==> src/rtl/gpio_port_pkg.sv <==
package gpio_port_pkg;
    typedef enum logic [1:0] {
        MODE_SINGLE    = 2'd0,
        MODE_TO_EXT    = 2'd1,
        MODE_EXT       = 2'd2,
        MODE_TO_SINGLE = 2'd3
    } port_mode_e;

    localparam logic ADDR_DIR  = 1'b0;
    localparam logic ADDR_DATA = 1'b1;
endpackage

==> src/rtl/gpio_sync.sv <==
module gpio_sync #(
    parameter int WIDTH  = 8,
    parameter int STAGES = 2
) (
    input  logic             clk,
    input  logic             rst_n,
    input  logic [WIDTH-1:0] async_in,
    output logic [WIDTH-1:0] sync_out
);
    logic [WIDTH-1:0] stage_q [STAGES];

    generate
        for (genvar s = 0; s < STAGES; s++) begin : g_stage
            if (s == 0) begin : g_first
                always_ff @(posedge clk or negedge rst_n) begin
                    if (!rst_n) stage_q[0] <= '0;
                    else        stage_q[0] <= async_in;
                end
            end else begin : g_next
                always_ff @(posedge clk or negedge rst_n) begin
                    if (!rst_n) stage_q[s] <= '0;
                    else        stage_q[s] <= stage_q[s-1];
                end
            end
        end
    endgenerate

    assign sync_out = stage_q[STAGES-1];
endmodule

==> src/rtl/gpio_regs.sv <==
module gpio_regs #(
    parameter int WIDTH = 8
) (
    input  logic             clk,
    input  logic             rst_n,
    input  logic             wr_en,
    input  logic             reg_addr,
    input  logic [WIDTH-1:0] wr_data,
    output logic [WIDTH-1:0] dir_q,
    output logic [WIDTH-1:0] data_q
);
    import gpio_port_pkg::*;

    always_ff @(posedge clk or negedge rst_n) begin
        if (!rst_n) begin
            dir_q  <= '0;
            data_q <= '0;
        end else if (wr_en) begin
            if (reg_addr == ADDR_DIR) dir_q  <= wr_data;
            else                      data_q <= wr_data;
        end
    end
endmodule

==> src/rtl/gpio_mode_fsm.sv <==
module gpio_mode_fsm (
    input  logic                      clk,
    input  logic                      rst_n,
    input  logic                      ext_mode,
    output gpio_port_pkg::port_mode_e state,
    output logic                      drive_regs,
    output logic                      drive_bus,
    output logic                      ext_view
);
    import gpio_port_pkg::*;

    port_mode_e state_q, state_d;

    always_comb begin
        state_d = state_q;
        unique case (state_q)
            MODE_SINGLE:    if (ext_mode) state_d = MODE_TO_EXT;
            MODE_TO_EXT:    state_d = ext_mode ? MODE_EXT : MODE_TO_SINGLE;
            MODE_EXT:       if (!ext_mode) state_d = MODE_TO_SINGLE;
            MODE_TO_SINGLE: state_d = ext_mode ? MODE_TO_EXT : MODE_SINGLE;
            default:        state_d = MODE_SINGLE;
        endcase
    end

    always_ff @(posedge clk or negedge rst_n) begin
        if (!rst_n) state_q <= MODE_SINGLE;
        else        state_q <= state_d;
    end

    always_comb begin
        drive_regs = 1'b0;
        drive_bus  = 1'b0;
        ext_view   = 1'b0;
        unique case (state_q)
            MODE_SINGLE:    drive_regs = 1'b1;
            MODE_TO_EXT:    ext_view   = 1'b1;
            MODE_EXT: begin
                drive_bus = 1'b1;
                ext_view  = 1'b1;
            end
            MODE_TO_SINGLE: ext_view   = 1'b0;
            default:        drive_regs = 1'b0;
        endcase
    end

    assign state = state_q;
endmodule

==> src/rtl/gpio_port.sv <==
module gpio_port #(
    parameter int WIDTH       = 8,
    parameter int SYNC_STAGES = 2
) (
    input  logic             clk,
    input  logic             rst_n,
    input  logic             ext_mode,
    input  logic             reg_addr,
    input  logic             wr_en,
    input  logic [WIDTH-1:0] wr_data,
    input  logic             rd_en,
    output logic [WIDTH-1:0] rd_data,
    input  logic [WIDTH-1:0] pin_in,
    input  logic             bus_oe,
    input  logic [WIDTH-1:0] bus_wdata,
    output logic [WIDTH-1:0] pin_out,
    output logic [WIDTH-1:0] pin_oe
);
    import gpio_port_pkg::*;

    logic [WIDTH-1:0] dir_q, data_q, pin_sync, port_view;
    port_mode_e       mode_state;
    logic             drive_regs, drive_bus, ext_view;

    gpio_sync #(.WIDTH(WIDTH), .STAGES(SYNC_STAGES)) u_sync (
        .clk(clk), .rst_n(rst_n), .async_in(pin_in), .sync_out(pin_sync)
    );

    gpio_regs #(.WIDTH(WIDTH)) u_regs (
        .clk(clk), .rst_n(rst_n), .wr_en(wr_en), .reg_addr(reg_addr),
        .wr_data(wr_data), .dir_q(dir_q), .data_q(data_q)
    );

    gpio_mode_fsm u_fsm (
        .clk(clk), .rst_n(rst_n), .ext_mode(ext_mode), .state(mode_state),
        .drive_regs(drive_regs), .drive_bus(drive_bus), .ext_view(ext_view)
    );

    generate
        for (genvar b = 0; b < WIDTH; b++) begin : g_bit
            assign port_view[b] = dir_q[b] ? data_q[b]
                                           : (ext_view ? 1'b1 : pin_sync[b]);
        end
    endgenerate

    always_comb begin
        if (!rd_en)                   rd_data = '0;
        else if (reg_addr == ADDR_DIR) rd_data = {WIDTH{1'b1}};
        else                          rd_data = port_view;
    end

    always_comb begin
        if (drive_bus) begin
            pin_oe  = {WIDTH{bus_oe}};
            pin_out = bus_wdata;
        end else if (drive_regs) begin
            pin_oe  = dir_q;
            pin_out = data_q & dir_q;
        end else begin
            pin_oe  = '0;
            pin_out = '0;
        end
    end
endmodule

==> config.mk <==
export PLATFORM = sky130hd
export DESIGN_NAME = gpio_port
export DESIGN_NICKNAME = d
export VERILOG_FILES = /design/src/rtl/gpio_port_pkg.sv /design/src/rtl/gpio_sync.sv /design/src/rtl/gpio_regs.sv /design/src/rtl/gpio_mode_fsm.sv /design/src/rtl/gpio_port.sv
export SDC_FILE = /design/constraint.sdc
export NUM_CORES = 1
export LEC_CHECK = 0
export BUFFER_PORTS_ARGS = -buffer_cell sky130_fd_sc_hd__buf_2
export CORE_UTILIZATION = 30
export DETAILED_ROUTE_END_ITERATION = 8
export PLACE_DENSITY = 0.52
export SETUP_SLACK_MARGIN = 0.2
export SYNTH_ARGS = -nofsm -noshare
export SYNTH_HDL_FRONTEND = slang
export SYNTH_HIERARCHICAL = 1
export SYNTH_SLANG_ARGS = --single-unit
==> constraint.sdc <==
create_clock -name clk -period 1.8 [get_ports clk]
set_input_delay 0 -clock clk [delete_from_list [all_inputs] [get_ports clk]]
set_output_delay 0 -clock clk [all_outputs]
set_load 0.01 [all_outputs]
==> flow_metrics.tcl, run 1 <==
set metrics [dict create \
    min_period_over_period 0.982 \
    cts_buffers 5 \
    yosysMostFrequentCell "dfrtp_1" \
    coreArea_mm2 0.00517 \
    worst_slack_ns 0.0317 \
    syn_nets 153 \
    ys_seq_area_frac 0.525 \
    overflow 0 \
    maxClockFrequency_mhz 566 \
    ios 55 \
    via_count 1197 \
    timing.hold.ws_ns 0.163 \
    worstMarginPinSlew_ns 0.748 \
    row_count 26 \
    worstPathRequired_ns 1.80 \
    grt_max_degree 35 \
    grt_pass1_vias 1265 \
    finalSetupTns_ns 0 \
    syn_inst 118 \
    finalNonFillerCells 264 \
    cpLargestDelayFamily "simple AND/OR/NAND/NOR gates" \
    hold_class "input port to register" \
    pwr_density_cell_mw_per_mm2 1250 \
    dp.cells 233 \
    wl_per_cell_um 14.2 \
    outcome "finished, final reports clean" \
    routed_wl_um 3760 \
    min_period_ns 1.77 \
    setup_viol 0 \
    cp-start-kind "register" \
    drtAntennaViolNets 0 \
    hold_viol_final 0 \
    synth_common_cells "34 x dfrtp_1, 9 x mux2_2, 9 x mux2_4" \
    first_pass_iters 3 \
    async_reset_ff_frac 1.00 \
    synth.distinct_cells 25 \
    synth.area.top_cells "dfrtp_1 52%, mux2_4 8.3%, mux2_2 6.3%" \
    n_antenna_cell 0 \
    drt_iter0_markers 35 \
    path_max_fanout 8 \
    grt_use_total 0.152 \
    postSynthAreaPerCell_um2 13.7 \
    final_area_mm2 0.00232 \
    dp.final_hpwl_um 2610 \
    vias_per_cell 4.53 \
    die_height_um 75.5 \
    cts.sinks 34 \
    ir_drop_mv 0.494 \
    antenna_found_initial 0 \
    slew_headroom 0.501 \
    leakagePower_nw 1.15 \
    grt_setup_unrepaired "true" \
    max_cap_violations 0 \
    path_buf_inv 2 \
    finalPower_mw 2.90 \
    yosysTopAreaCellShare 0.525 \
    cts_tree "done" \
    gp_congestion 0.781 \
    dieArea_mm2 0.00570 \
    numPortBuffers 54 \
    insertion_delay_ns 0.28 \
    synth_ff_type "dfrtp_1" \
    cpPeakStageDelay_ns 0.48 \
    netlist_area_mm2 0.00162 \
    synth_edf_count 0 \
    drive_gt1_frac 0.531 \
    drv_slew 0 \
    path_clk_slew_ns 0.07 \
    die_w_um 75.5 \
    root_buffer "clkbuf_8" \
    initial_core_util 0.313 \
    drc 0 \
    pre_cts_ws_ns 0.0910 \
    endpoint_kind "primary output" \
    cts_max_level 2 \
    cts_buffer_depth 2 \
    finalNetCount 228 \
    yosys.area.top_type "dfrtp_1" \
    clock_skew_ns 0.00388 \
    ys_seq_elements 34 \
    cp.arrival_ns 1.77 \
    slowest_stage "or4b_4" \
    grt_pass1_wl_um 6180 \
    yosysWarnings 6 \
    crit_type "register to primary output" \
    fillers 478 \
    crit_chain "inv_2 > ha_4 > or4b_4 > and3_4 > buf_6" \
    syn_to_final_growth_pct 42.9 \
    final_core_util 0.448 \
    place_area_mm2 0.00191 \
]
## placed cells by master, fill, tap and decap left out, drive strengths merged
cell type	instances
a21o	8
a32o	7
and2	1
and3	6
buf	64
clkbuf	7
clkinv	1
dfrtp	34
dlygate4sd3	17
ha	4
inv	2
mux2	18
mux2i	1
nand2	2
nand2b	1
nand3	1
nand3b	8
nor2b	2
o21ai	1
o311a	2
o32a	1
or4b	6
## worst paths after layout
kind                            cells past startpoint                         start                           end  slack, ns
worst max-delay path                                5    u_fsm/state[0]$_DFFE_PN0P_                    rd_data[3]       0.03
worst min-delay path                                3                      ext_mode    u_fsm/state[0]$_DFFE_PN0P_       0.16
worst max register to register                      5    u_fsm/state[0]$_DFFE_PN0P_    u_fsm/state[1]$_DFFE_PN0P_       0.39
worst min register to register                      0  u_sync/stage_q[11]$_DFF_PN0_  u_sync/sync_out[3]$_DFF_PN0_       0.35
max in group asynchronous                           2                         rst_n   u_regs/dir_q[3]$_DFFE_PN0P_       1.00
min in group asynchronous                           2                         rst_n    u_fsm/state[1]$_DFFE_PN0P_       0.31
## cell type report
cell class / count / area, µm² / area share
clock buffer: 7 / 86.3 / 0.0373
clock inverter: 1 / 5.00 / 0.00216
inverter: 2 / 7.51 / 0.00324
multi-input combinational: 69 / 728 / 0.314
sequential: 34 / 851 / 0.367
tap: 70 / 87.6 / 0.0378
timing repair buffer: 81 / 552 / 0.238
## sequential cells by signal (all words and copies together), names as in the netlist
name and flops:
u_regs/data_q 8, u_regs/dir_q 8, u_sync/stage_q 8, u_sync/sync_out 8
u_fsm/state 2
## worst register-to-register path, cell delays in order, from the launching register on
cell and delay [ns]:
dfrtp_1 0.37, inv_2 0.06, buf_4 0.14, ha_4 0.17, mux2i_1 0.21, mux2_2 0.36
## power by group
part           internal, mW  switching (mW)  leakage [nW]
Sequential            0.862          0.0749         0.397
Clock                 0.308           0.259        0.0482
Combinational         0.791           0.604         0.703
## cell families after synthesis
| kind of cell | count (synthesis) | share of synthesized area |
|---|---|---|
| multiplexers | 19 | 0.152 |
| AND/OR/NAND/NOR | 27 | 0.127 |
| adder cells (fa/ha/maj) | 4 | 0.0309 |
| AO/OA/AOI/OAI | 19 | 0.102 |
| buffers and inverters | 15 | 0.0640 |
| flip-flops | 34 | 0.525 |
## metal layers
metal	vias to the layer above	global-route usage	wire length (µm)
li1	576	-	-
met1	590	0.194	1680
met2	27	0.249	1930
met3	4	0.0437	118
met4	0	0.0494	35
met5	-	0	0
## timing repair
item	CTS	global route
gates resized for setup	13	11
pin swaps	12	13
buffers inserted	3	3
hold buffers	17	0
endpoints found under the setup margin	23	23
endpoints found under the hold margin	58	0
Power figures use the tool's default switching activity.
==> inputs of run 2 (changes only) <==
==> constraint.sdc (replaced) <==
create_clock -name clk -period 1.8 [get_ports clk]
set_input_delay 0.09 -clock clk [delete_from_list [all_inputs] [get_ports clk]]
set_output_delay 0.09 -clock clk [all_outputs]
set_load 0.01 [all_outputs]
==> flow_metrics.tcl, run 2 (synthesized netlist as in run 1, its figures left out) <==
set metrics [dict create \
    outcome "finished with violations" \
    violations "setup timing" \
    cts_buffer_depth 2 \
    leakagePower_nw 1.13 \
    worstHoldEndpoint "u_regs/dir_q[4]$_DFFE_PN0P_" \
    finalPower_mw 2.96 \
    crit_type "register to primary output" \
    cts_buffers 5 \
    grt_pass1_vias 1250 \
    grt_pass1_wl_um 6330 \
    maxClockFrequency_mhz 538 \
    coreArea_mm2 0.00517 \
    overflow 0 \
    die_height_um 75.5 \
    cts_max_level 2 \
    hold_class "input port to register" \
    syn_to_final_growth_pct 38.5 \
    p_int_mw 1.98 \
    endpoint_kind "primary output" \
    root_buffer "clkbuf_8" \
    worstMarginPinSlew_ns 0.749 \
    min_period_ns 1.86 \
    wl_per_cell_um 15.3 \
    power.share.sequential 0.318 \
    pwr_density_cell_mw_per_mm2 1320 \
    ir_drop_mv 0.498 \
    gp_congestion 0.766 \
    cp-start-kind "register" \
    initial_core_util 0.313 \
    path_clk_slew_ns 0.07 \
    cts_tree "done" \
    slew_headroom 0.501 \
    drtAntennaViolNets 0 \
    power_frac_comb 0.487 \
    row_count 26 \
    r2r_slack_ns 0.26 \
    drt_iter0_markers 69 \
    drv_slew 0 \
    antenna_found_initial 0 \
    drive_gt1_frac 0.553 \
    finalSetupTns_ns -0.261 \
    r2r_start "u_fsm/state[0]$_DFFE_PN0P_" \
    n_antenna_cell 0 \
    holdPathStages 2 \
    cp-startpoint "u_fsm/state[0]$_DFFE_PN0P_" \
    numPortBuffers 54 \
    p_sw_uw 975 \
    cp.arrival_ns 1.77 \
    max_cap_violations 0 \
    dieArea_mm2 0.00570 \
    worst_slack_ns -0.0584 \
    cts.sinks 34 \
    grt_setup_unrepaired "true" \
    via_count 1213 \
    r2r_end "u_fsm/state[1]$_DFFE_PN0P_" \
    worstPathRequired_ns 1.71 \
    drc 0 \
    layout_common_cells "52 x buf_2, 34 x dfrtp_1, 9 x dlygate4sd3_1, 9 x mux2_2, 9 x mux2_4" \
    insertion_delay_ns 0.28 \
    swShare 0.330 \
    grt_max_degree 35 \
    clock_skew_ns 0.000796 \
    hp-start "wr_data[4]" \
    hold_viol_final 0 \
    routed_wl_um 3960 \
    final_core_util 0.434 \
    mostFrequentLayoutCell "buf_2" \
    first_pass_iters 4 \
    min_period_over_period 1.03 \
    ios 55 \
    pwr-share-clk 0.195 \
    path_max_fanout 7 \
    grt_use_total 0.155 \
    setup_viol 6 \
    r2r_cells 6 \
    die_w_um 75.5 \
    finalNetCount 222 \
    dp.final_hpwl_um 2690 \
    vias_per_cell 4.70 \
]
run 2: cell count changes in the layout (fill, tap and decap cells not counted):
cell	change
dlygate4sd3_1	-8
and3_1	+1
and3_4	-1
buf_4	-1
buf_2	+2
buf_6	+1
run 2: worst max path at each step:
| stage | end | slack [ns] | cells after the start |
|---|---|---|---|
| 4_1_cts | rd_data[0] | -0.07 | 5 |
| 2_1_floorplan | rd_data[0] | 0.25 | 4 |
| 6_report | rd_data[0] | -0.06 | 5 |
| 5_1_grt | rd_data[0] | -0.11 | 5 |
| 3_5_place_dp | rd_data[0] | 0.08 | 5 |
| 3_3_place_gp | rd_data[5] | 0.11 | 5 |
run 2: power by group through the flow:
stage	combinational, mW	sequential [mW]	clock (mW)
after floorplan	0.663	0.935	0
after global placement	1.06	0.941	0
after detailed placement	1.09	0.947	0
after CTS	1.28	0.938	0.592
after global routing	1.57	0.952	0.629
final	1.44	0.939	0.576
run 2: metrics by stage:
stage	cells	worst slack, ns	cell area [µm²]	hold slack [ns]
after detailed placement	234	0.0751	1920	0.200
final	258	-0.0584	2250	0.0512
after global routing	258	-0.112	2250	0.0497
after floorplan	118	0.248	1620	-0.206
after global placement	234	0.106	1920	0.192
after CTS	254	-0.0734	2160	0.0455
run 2: worst max-delay path, cell delays in order, from the launching register on:
cell and delay, ns:
dfrtp_1 0.39, inv_2 0.09, ha_4 0.22, or4b_1 0.46, and3_1 0.19, buf_2 0.14
run 2: final cells by class:
| cell class | count | area [µm²] |
|---|---|---|
| Fill cell | 498 | 2930 |
| Multi-Input combinational cell | 69 | 723 |
| Inverter | 2 | 7.51 |
| Tap cell | 70 | 87.6 |
| Timing Repair Buffer | 75 | 485 |
| Clock inverter | 1 | 5.00 |
| Clock buffer | 7 | 86.3 |
| Sequential cell | 34 | 851 |
run 2: layer usage:
metal,part of all wire,vias up,global-route usage
met2,0.49,36,0.251
met3,0.042,7,0.0317
met5,0,-,0
met1,0.45,599,0.204
met4,0.016,0,0.0617
li1,-,571,-
run 2: what timing repair did:
action                                 4_1_cts  5_1_grt
setup endpoints to repair                   23       23
gates cloned                                 1        0
gates resized for setup                     12       14
setup buffers                                2        4
pin swaps                                   14       14
endpoints found under the hold margin       42        0
hold buffers                                 9        0
